File: src/rtl/hbp_pkg.sv
package hbp_pkg;

  localparam int CTR_W = 2;

  typedef logic [CTR_W-1:0] ctr_t;

  localparam ctr_t CTR_MAX  = '1;
  localparam ctr_t CTR_MIN  = '0;
  localparam ctr_t CTR_INIT = ctr_t'(1);

  // Saturating step of a direction counter.
  function automatic ctr_t ctr_step(input ctr_t c, input logic taken);
    if (taken) return (c == CTR_MAX) ? c : c + ctr_t'(1);
    else       return (c == CTR_MIN) ? c : c - ctr_t'(1);
  endfunction

  // Predicted direction from a counter value.
  function automatic logic ctr_dir(input ctr_t c);
    return c[CTR_W-1];
  endfunction

endpackage

File: src/rtl/hbp_ghist.sv
module hbp_ghist #(
  parameter int HIST_W = 2
) (
  input  logic              clk,
  input  logic              rst_n,
  input  logic              shift_i,
  input  logic              bit_i,
  output logic [HIST_W-1:0] hist_o
);

  logic [HIST_W-1:0] hist_q;

  always_ff @(posedge clk or negedge rst_n) begin
    if (!rst_n)       hist_q <= '0;
    else if (shift_i) hist_q <= HIST_W'({hist_q, bit_i});
  end

  assign hist_o = hist_q;

  assert_hist_shift_R6: assert property (@(posedge clk) disable iff (!rst_n)
    shift_i |=> (hist_o == HIST_W'({$past(hist_o), $past(bit_i)})));

  assert_hist_hold_R10: assert property (@(posedge clk) disable iff (!rst_n)
    !shift_i |=> $stable(hist_o));

endmodule

File: src/rtl/hbp_bank_dec.sv
module hbp_bank_dec #(
  parameter int HIST_W = 2,
  localparam int NBANK = 1 << HIST_W
) (
  input  logic              en_i,
  input  logic [HIST_W-1:0] sel_i,
  output logic [NBANK-1:0]  we_o
);

  for (genvar b = 0; b < NBANK; b++) begin : g_dec
    assign we_o[b] = en_i && (sel_i == HIST_W'(b));
  end

  always_comb begin
    assert_dec_onehot_R5: assert ($onehot0(we_o));
  end

endmodule

File: src/rtl/hbp_ctr_bank.sv
module hbp_ctr_bank import hbp_pkg::*; #(
  parameter int IDX_W = 4,
  localparam int NENT = 1 << IDX_W
) (
  input  logic             clk,
  input  logic             rst_n,
  input  logic             we_i,
  input  logic [IDX_W-1:0] widx_i,
  input  logic             wtaken_i,
  input  logic [IDX_W-1:0] ridx_i,
  output ctr_t             rctr_o
);

  ctr_t [NENT-1:0] ctr_q;

  // Named events for the checks below.
  ctr_t wr_cur;
  logic hit_top, hit_bot;
  assign wr_cur  = ctr_q[widx_i];
  assign hit_top = we_i && wtaken_i && (wr_cur == CTR_MAX);
  assign hit_bot = we_i && !wtaken_i && (wr_cur == CTR_MIN);

  always_ff @(posedge clk or negedge rst_n) begin
    if (!rst_n) begin
      for (int e = 0; e < NENT; e++) ctr_q[e] <= CTR_INIT;
    end else if (we_i) begin
      ctr_q[widx_i] <= ctr_step(wr_cur, wtaken_i);
    end
  end

  assign rctr_o = ctr_q[ridx_i];

  assert_sat_top_R3: assert property (@(posedge clk) disable iff (!rst_n)
    hit_top |=> (ctr_q[$past(widx_i)] == CTR_MAX));

  assert_sat_bot_R4: assert property (@(posedge clk) disable iff (!rst_n)
    hit_bot |=> (ctr_q[$past(widx_i)] == CTR_MIN));

  assert_taken_up_R3: assert property (@(posedge clk) disable iff (!rst_n)
    (we_i && wtaken_i && !hit_top) |=>
      (ctr_q[$past(widx_i)] == $past(wr_cur) + ctr_t'(1)));

  assert_not_taken_down_R9: assert property (@(posedge clk) disable iff (!rst_n)
    (we_i && !wtaken_i && !hit_bot) |=>
      (ctr_q[$past(widx_i)] == $past(wr_cur) - ctr_t'(1)));

  assert_idle_bank_R5: assert property (@(posedge clk) disable iff (!rst_n)
    !we_i |=> $stable(ctr_q));

endmodule

File: src/rtl/hist_bank_bp.sv
module hist_bank_bp import hbp_pkg::*; #(
  parameter int PC_W    = 32,
  parameter int HIST_W  = 2,
  parameter int IDX_W   = 4,
  parameter int IDX_LSB = 2
) (
  input  logic              clk,
  input  logic              rst_n,
  input  logic [PC_W-1:0]   lk_pc,
  output logic              lk_pred,
  output logic [HIST_W-1:0] lk_hist,
  input  logic              up_valid,
  input  logic [PC_W-1:0]   up_pc,
  input  logic              up_taken,
  input  logic [HIST_W-1:0] up_hist
);

  localparam int NBANK = 1 << HIST_W;

  function automatic logic [IDX_W-1:0] pc_to_idx(input logic [PC_W-1:0] pc);
    return pc[IDX_LSB +: IDX_W];
  endfunction

  logic [HIST_W-1:0] ghist;
  logic [IDX_W-1:0]  lk_idx, up_idx;
  logic [NBANK-1:0]  bank_we;
  ctr_t              rd_ctr [NBANK];
  ctr_t              lk_ctr;

  logic unused_pc_bits;
  assign unused_pc_bits = ^{lk_pc, up_pc};

  assign lk_idx = pc_to_idx(lk_pc);
  assign up_idx = pc_to_idx(up_pc);

  hbp_ghist #(.HIST_W(HIST_W)) u_ghist (
    .clk     (clk),
    .rst_n   (rst_n),
    .shift_i (up_valid),
    .bit_i   (up_taken),
    .hist_o  (ghist)
  );

  hbp_bank_dec #(.HIST_W(HIST_W)) u_dec (
    .en_i  (up_valid),
    .sel_i (up_hist),
    .we_o  (bank_we)
  );

  for (genvar b = 0; b < NBANK; b++) begin : g_bank
    hbp_ctr_bank #(.IDX_W(IDX_W)) u_bank (
      .clk      (clk),
      .rst_n    (rst_n),
      .we_i     (bank_we[b]),
      .widx_i   (up_idx),
      .wtaken_i (up_taken),
      .ridx_i   (lk_idx),
      .rctr_o   (rd_ctr[b])
    );
  end

  assign lk_ctr  = rd_ctr[ghist];
  assign lk_pred = ctr_dir(lk_ctr);
  assign lk_hist = ghist;

  assert_write_named_bank_R5: assert property (@(posedge clk) disable iff (!rst_n)
    up_valid |-> (bank_we[up_hist] && $countones(bank_we) == 1));

  assert_no_write_idle_R10: assert property (@(posedge clk) disable iff (!rst_n)
    !up_valid |-> (bank_we == '0));

endmodule

File: config.mk
export PLATFORM = sky130hd
export DESIGN_NAME = hist_bank_bp
export DESIGN_NICKNAME = d
export VERILOG_FILES = /design/src/rtl/hbp_pkg.sv /design/src/rtl/hbp_ghist.sv /design/src/rtl/hbp_bank_dec.sv /design/src/rtl/hbp_ctr_bank.sv /design/src/rtl/hist_bank_bp.sv
export SDC_FILE = /design/constraint.sdc
export NUM_CORES = 1
export LEC_CHECK = 0
export ABC_AREA = 1
export ABC_CLOCK_PERIOD_IN_PS = 1810
export CAP_MARGIN = 20
export CORE_AREA = 2 2 143 145
export CTS_BUF_LIST = sky130_fd_sc_hd__clkbuf_16
export CTS_CLUSTER_SIZE = 24
export DETAILED_ROUTE_END_ITERATION = 6
export DIE_AREA = 0 0 145 147
export PLACE_DENSITY = 0.69
export SLEW_MARGIN = 20
export SYNTH_ARGS = -nofsm -noshare
export SYNTH_HDL_FRONTEND = slang
export SYNTH_SLANG_ARGS = --single-unit
File: constraint.sdc
create_clock -name clk -period 1.81 [get_ports clk]
set_clock_uncertainty 0.05 [all_clocks]
set_input_delay 0.362 -clock clk [delete_from_list [all_inputs] [get_ports clk]]
set_output_delay 0.362 -clock clk [all_outputs]
set_load 0.02 [all_outputs]
==> impl_metrics.json, run 1 <==
{
  "outcome": "complete, but fails checks",
  "violations": "negative setup slack",
  "slew_headroom_pct": 66.7,
  "r2r_cells": 12,
  "antenna_found_initial": 0,
  "critical_path.max_stage_delay_ns": 0.42,
  "required_ns": 1.40,
  "synth_common_cells": "649 x nand2_1, 135 x nand3_1, 102 x inv_1",
  "postRouteAntennaNets": 0,
  "io_buffers": 16,
  "cts-root-buf": "clkbuf_16",
  "design.core.area_sq_um": 19800,
  "synth.net_count": 1276,
  "finalCritPeriodShare_pct": 115,
  "grt_pass1_vias": 7776,
  "rsz0062_at_grt": "yes",
  "dp.cells": 1589,
  "io_pins": 73,
  "synth_top_area_share_pct": 31.2,
  "avgSynthCellArea_sq_um": 6.47,
  "routedWlPerCell_microns": 16.6,
  "drv_slew": 0,
  "layout-drive-gt1-share_pct": 23.8,
  "drc": 0,
  "power_density_nw_per_um2": 809,
  "clock_path_buffers": 2,
  "yosysUniqueCellTypes": 24,
  "setup_viol": 1,
  "dp_hpwl_mm": 18.5,
  "hold_class": "input pin to async pin",
  "diodes": 0,
  "first_pass_iters": 7,
  "fillers": 1899,
  "final-seq-area_sq_um": 3330,
  "maxCapViolations": 0,
  "dpl_cell_area_sq_um": 9250,
  "endpoint_kind": "output pin",
  "yosysWarningCount": 0,
  "fin_total_pwr_w": 0.00825,
  "cts_tree": "done",
  "viasPerCell": 5.10,
  "synth_ff_type": "dfrtp_1",
  "seq_area_frac_synth_pct": 42.7,
  "cp_slowest_cell": "dfrtp_1",
  "cp_common_cell": "nand2_1",
  "die-height_microns": 147,
  "stdcell_area_sq_um": 10200,
  "initial_utilization_pct": 39.3,
  "fin_ws_ns": -0.267,
  "synth_most_common_cell": "nand2_1",
  "synth-seq-cells": 130,
  "htree_num_levels": 4,
  "synth_area_leaders": "nand2_1 31%, dfstp_2 22%, dfrtp_1 21%",
  "crit_fanout": 2,
  "clk_pin_slew_worst_paths_ns": 0.06,
  "synthToLayoutAreaGrowth_pct": 30.6,
  "drt_wl_total_mm": 27.1,
  "synthCells": 1206,
  "fin_crit_ns": 2.08,
  "fmax_mhz": 482,
  "fp.dieW_microns": 145,
  "routabilityCongestion": 0.933,
  "fin_cells": 1638,
  "startpoint": "g_bank[2].u_bank.ctr_q[1]$_DFFE_PN0P_",
  "startpoint_type": "register",
  "yosys.area.top_type": "nand2_1",
  "fin_util_pct": 51.4,
  "clock-sinks": 130,
  "worstReg2RegStart": "g_bank[1].u_bank.ctr_q[13]$_DFFE_PN0P_",
  "rows": 52,
  "critical_path_class": "register to output pin",
  "grt_usage_pct": 25.4,
  "tightest_slew_ns": 0.500,
  "synth-edff-count": 0,
  "grt_pass1_wl_mm": 41.6,
  "die_area_sq_um": 21300,
  "first_iter_violations": 1011,
  "vias": 8352,
  "reg2reg_setup_slack_ns": 0.09,
  "cts_inserted_buffers": 17,
  "worstPathArrival_ns": 1.66,
  "ir_worst_vdd_mv": 0.452,
  "async_reset_ff_share_pct": 100,
  "crit_chain": "nand2_1 -> nand3_1 -> nand3_1 -> nand2_1 -> nand2_1 -> nand2_1 -> o211ai_1 -> nand2_2 -> buf_6",
  "mappedNetlistArea_sq_um": 7800,
  "nNetsFinal": 1425,
  "clock_latency_ns": 0.43,
  "leakage_nw": 5.15,
  "hold_viol": 0,
  "hold_slack_ns": 0.388,
  "overflow": 0,
  "multiInputGateArea_sq_um": 3990,
  "grt_max_degree": 33
}
[final timing paths]
check / endpoint
worst max register to register: g_bank[1].u_bank.ctr_q[25]$_DFFE_PN0P_
worst max-delay path: lk_pred
min in group clk: g_bank[2].u_bank.ctr_q[0]$_DFFE_PN1P_
worst min-delay path: g_bank[1].u_bank.ctr_q[9]$_DFFE_PN0P_
worst min register to register: g_bank[2].u_bank.ctr_q[0]$_DFFE_PN1P_
max in group asynchronous: g_bank[2].u_bank.ctr_q[2]$_DFFE_PN1P_
[logic make-up after synthesis]
| logic type | count (synthesis) | synth area share [%] |
|---|---|---|
| AOI/OAI and AO/OA | 21 | 1.62 |
| buffers and inverters | 149 | 8.69 |
| DFF | 130 | 42.7 |
| and+or+nand+nor | 906 | 47.0 |
[critical path, delay by kind of cell (launching register included)]
| family | cells | cell delay (ns) |
|---|---|---|
| AOI/OAI and AO/OA | 1 | 0.18 |
| buffers and inverters | 1 | 0.15 |
| DFF | 1 | 0.42 |
| and+or+nand+nor | 7 | 0.48 |
[through the flow]
stage                     setup slack, ns  TNS (ns)
after floorplan                    0.0328         0
after global placement             -0.967    -77.96
after detailed placement           -0.982    -81.89
after CTS                          -0.280    -0.280
after global routing               -0.336    -0.356
final                              -0.267    -0.267
[what timing repair did]
| item | 4_1_cts | 5_1_grt |
|---|---|---|
| gates resized for setup | 38 | 42 |
| cloned | 2 | 2 |
| pin swaps | 10 | 20 |
| hold buffers | 1 | 0 |
| setup endpoints to repair | 131 | 129 |
| endpoints found under the hold margin | 8 | 0 |
| setup buffers | 7 | 6 |
[where the power goes]
group          internal [W]  switching, W
combinational      0.000567      0.000887
sequential          0.00327      0.000147
clock               0.00201       0.00137
[final cells by class]
class | instances | area share [%]
tap | 270 | 3.31
timing repair buffer | 171 | 15.2
inverter | 105 | 3.98
multi-input combinational | 930 | 39.2
sequential | 130 | 32.7
clock inverter | 15 | 1.42
clock buffer | 17 | 4.17
[cells in the final DEF (no fill, tap or decap), types with 5 or more instances in the layout]
cell and n:
inv_1 98, clkinvlp_4 6, clkbuf_16 17, dfstp_2 64, nand4_1 7, dfrtp_1 66
buf_4 131, clkdlybuf4s50_1 5, o21ai_0 6, dlygate4sd2_1 5, nand2_1 640, nand2_2 22
buf_12 17, nor2_1 67, nor2_2 22, nand3_1 131, a21oi_1 7, nand2_4 7
buf_6 8
[routing by layer]
layer | up-vias | GRT usage (%) | routed length, microns
met5 | - | 0 | 0
met4 | 0 | 16.0 | 1520
met3 | 98 | 5.03 | 2030
met2 | 385 | 40.6 | 12600
met1 | 3875 | 31.6 | 11000
li1 | 3994 | - | -
[flip-flops by register name (all words and copies together) (netlist names)]
signal	cells
g_bank.u_bank.ctr_q	128
u_ghist.hist_o	2
Note: power is estimated with default switching activity, not from simulation.
==> inputs of run 2 (changes only) <==
ABC_CLOCK_PERIOD_IN_PS = 2250   (was 1810)
PLACE_DENSITY = default   (was 0.69)
SLEW_MARGIN = default   (was 20)
clock period = 2.25 ns   (was 1.81 ns; I/O delays follow)
==> run 2 against run 1 <==
Compared with the run above: the run now ends clean; die area is the same; combinational power is 25% lower; critical path depth shrank 2; total power fell by 21%; register-to-register slack gained 0.31 ns; sequential cell count is the same; largest power group unchanged.
==> impl_metrics.json, run 2 (synthesized netlist as in run 1, its figures left out) <==
{
  "fillers": 1977,
  "tns_ns": 0,
  "clk_pin_slew_worst_paths_ns": 0.06,
  "diodes": 0,
  "dp.cells": 1554,
  "endpoint_kind": "output pin",
  "rows": 52,
  "grt_usage_pct": 25.6,
  "tightest_slew_ns": 0.545,
  "dp_hpwl_mm": 18.2,
  "drv_slew": 0,
  "overflow": 0,
  "design.core.area_sq_um": 19800,
  "fin_cells": 1591,
  "critical_path_class": "input pin to output pin",
  "drt_wl_total_mm": 26.7,
  "leakage_nw": 4.88,
  "drc": 0,
  "maxCapViolations": 0,
  "hold_viol": 0,
  "first_iter_violations": 883,
  "grt_max_degree": 55,
  "ir_worst_vdd_mv": 0.446,
  "antenna_found_initial": 0,
  "clock_latency_ns": 0.43,
  "setup_viol": 0,
  "routedWlPerCell_microns": 16.8,
  "final_cell_mix": "646 x nand2_1, 132 x nand3_1, 102 x inv_1, 88 x buf_4, 82 x nor2_1",
  "power_density_nw_per_um2": 672,
  "hold_slack_ns": 0.416,
  "startpoint_type": "input pin",
  "postRouteAntennaNets": 0,
  "routabilityCongestion": 0.884,
  "viasPerCell": 5.00,
  "nNetsFinal": 1378,
  "grt_util_met1_pct": 37.1,
  "die_area_sq_um": 21300,
  "vias": 7952,
  "hold_class": "register to register",
  "initial_utilization_pct": 39.3,
  "top_register": "g_bank.u_bank.ctr_q",
  "final_common_cell": "nand2_1",
  "synthToLayoutAreaGrowth_pct": 24.2,
  "grt_pass1_vias": 7355,
  "io_buffers": 16,
  "grt_busiest_layer": "met2",
  "clock-sinks": 130,
  "use_met3_pct": 5.06,
  "first_pass_iters": 6,
  "met2_usage_pct": 38.1,
  "crit_fanout": 5,
  "layout-drive-gt1-share_pct": 19.0,
  "worstPathArrival_ns": 1.69,
  "htree_num_levels": 4,
  "cts_tree": "done",
  "grt_pass1_wl_mm": 41.6,
  "fmax_mhz": 456,
  "cts_inserted_buffers": 17,
  "fin_crit_ns": 2.19,
  "fp.dieW_microns": 145,
  "die-height_microns": 147,
  "slew_headroom_pct": 63.7,
  "io_pins": 73,
  "largest_reg_flops": 128,
  "required_ns": 1.75,
  "clock_path_buffers": 2,
  "outcome": "complete, no violations",
  "cts-root-buf": "clkbuf_16",
  "finalCritPeriodShare_pct": 97.4
}
==> run 2: cell types whose count changed in the layout (fill, tap and decap cells not counted), sizes merged <==
cell           before  now
buf               157  113
clkinv              7    8
clkinvlp            6    2
nand2             670  668
dlygate4sd2         5    1
clkdlybuf4s15       1    0
dlymetal6s2s        1    0
inv               105  108
clkdlybuf4s50       5   10
==> run 2: power by group <==
part	total (W)	leakage [nW]	internal [W]	switching, W
sequential	0.00275	1.58	0.00263	0.000115
combinational	0.00109	3.02	0.000419	0.000671
clock	0.00268	0.281	0.00160	0.00109
total	0.00652	4.88	0.00465	0.00187
==> run 2: what timing repair did <==
| action | CTS | global route |
|---|---|---|
| hold buffers | 1 | 0 |
| pin swaps | 0 | 3 |
| hold endpoints to repair | 31 | 0 |
| cloned | 2 | 1 |
| setup buffers | 0 | 1 |
| setup endpoints to repair | 1 | 44 |
| gates resized for setup | 18 | 22 |
==> run 2: through the flow <==
stage | util (%) | worst slack (ns) | instance area [sq um] | power [W]
after global routing | 48.9 | -0.0281 | 9700 | 0.00679
final | 48.9 | 0.0593 | 9700 | 0.00652
after detailed placement | 45.5 | -0.747 | 9030 | 0.00383
after floorplan | - | 0.148 | 7800 | 0.00333
after CTS | 48.5 | 0.00294 | 9630 | 0.00653
after global placement | 45.5 | -0.739 | 9030 | 0.00383
==> run 2: path summary, 6_finish.rpt <==
| check | end | startpoint | slack, ns | cells past startpoint |
|---|---|---|---|---|
| max | lk_pred | lk_pc[5] | 0.06 | 7 |
| min | g_bank[0].u_bank.ctr_q[22]$_DFFE_PN1P_ | g_bank[0].u_bank.ctr_q[22]$_DFFE_PN1P_ | 0.42 | 2 |
| max reg2reg | g_bank[1].u_bank.ctr_q[23]$_DFFE_PN0P_ | g_bank[1].u_bank.ctr_q[21]$_DFFE_PN0P_ | 0.40 | 12 |
| min reg2reg | g_bank[0].u_bank.ctr_q[22]$_DFFE_PN1P_ | g_bank[0].u_bank.ctr_q[22]$_DFFE_PN1P_ | 0.42 | 2 |
| max in group asynchronous | g_bank[2].u_bank.ctr_q[12]$_DFFE_PN1P_ | rst_n | 0.99 | 3 |
| min in group asynchronous | g_bank[2].u_bank.ctr_q[23]$_DFFE_PN0P_ | rst_n | 0.50 | 2 |
==> run 2: critical path: stages <==
cell	delay (ns)
clkdlybuf4s50_1	0.51
inv_1	0.15
nand2_1	0.10
nand2_1	0.04
o211ai_1	0.18
nand2_2	0.09
buf_4	0.16
==> run 2: layout make-up <==
cell class	instances	area (sq um)	area share, %
clock buffers	17	425	4.39
clock inverters	15	128	1.32
inverters	105	402	4.14
multi-input cells	928	3850	39.7
flip-flops and latches	130	3330	34.4
well taps	270	338	3.48
repair buffers	126	1220	12.6
==> run 2: per-layer routing <==
metal  vias to the layer above  wire length [microns]
li1                       3891                      -
met1                      3708                  12100
met2                       297                  11600
met3                        56                   2130
met4                         0                    803
met5                         -                      0
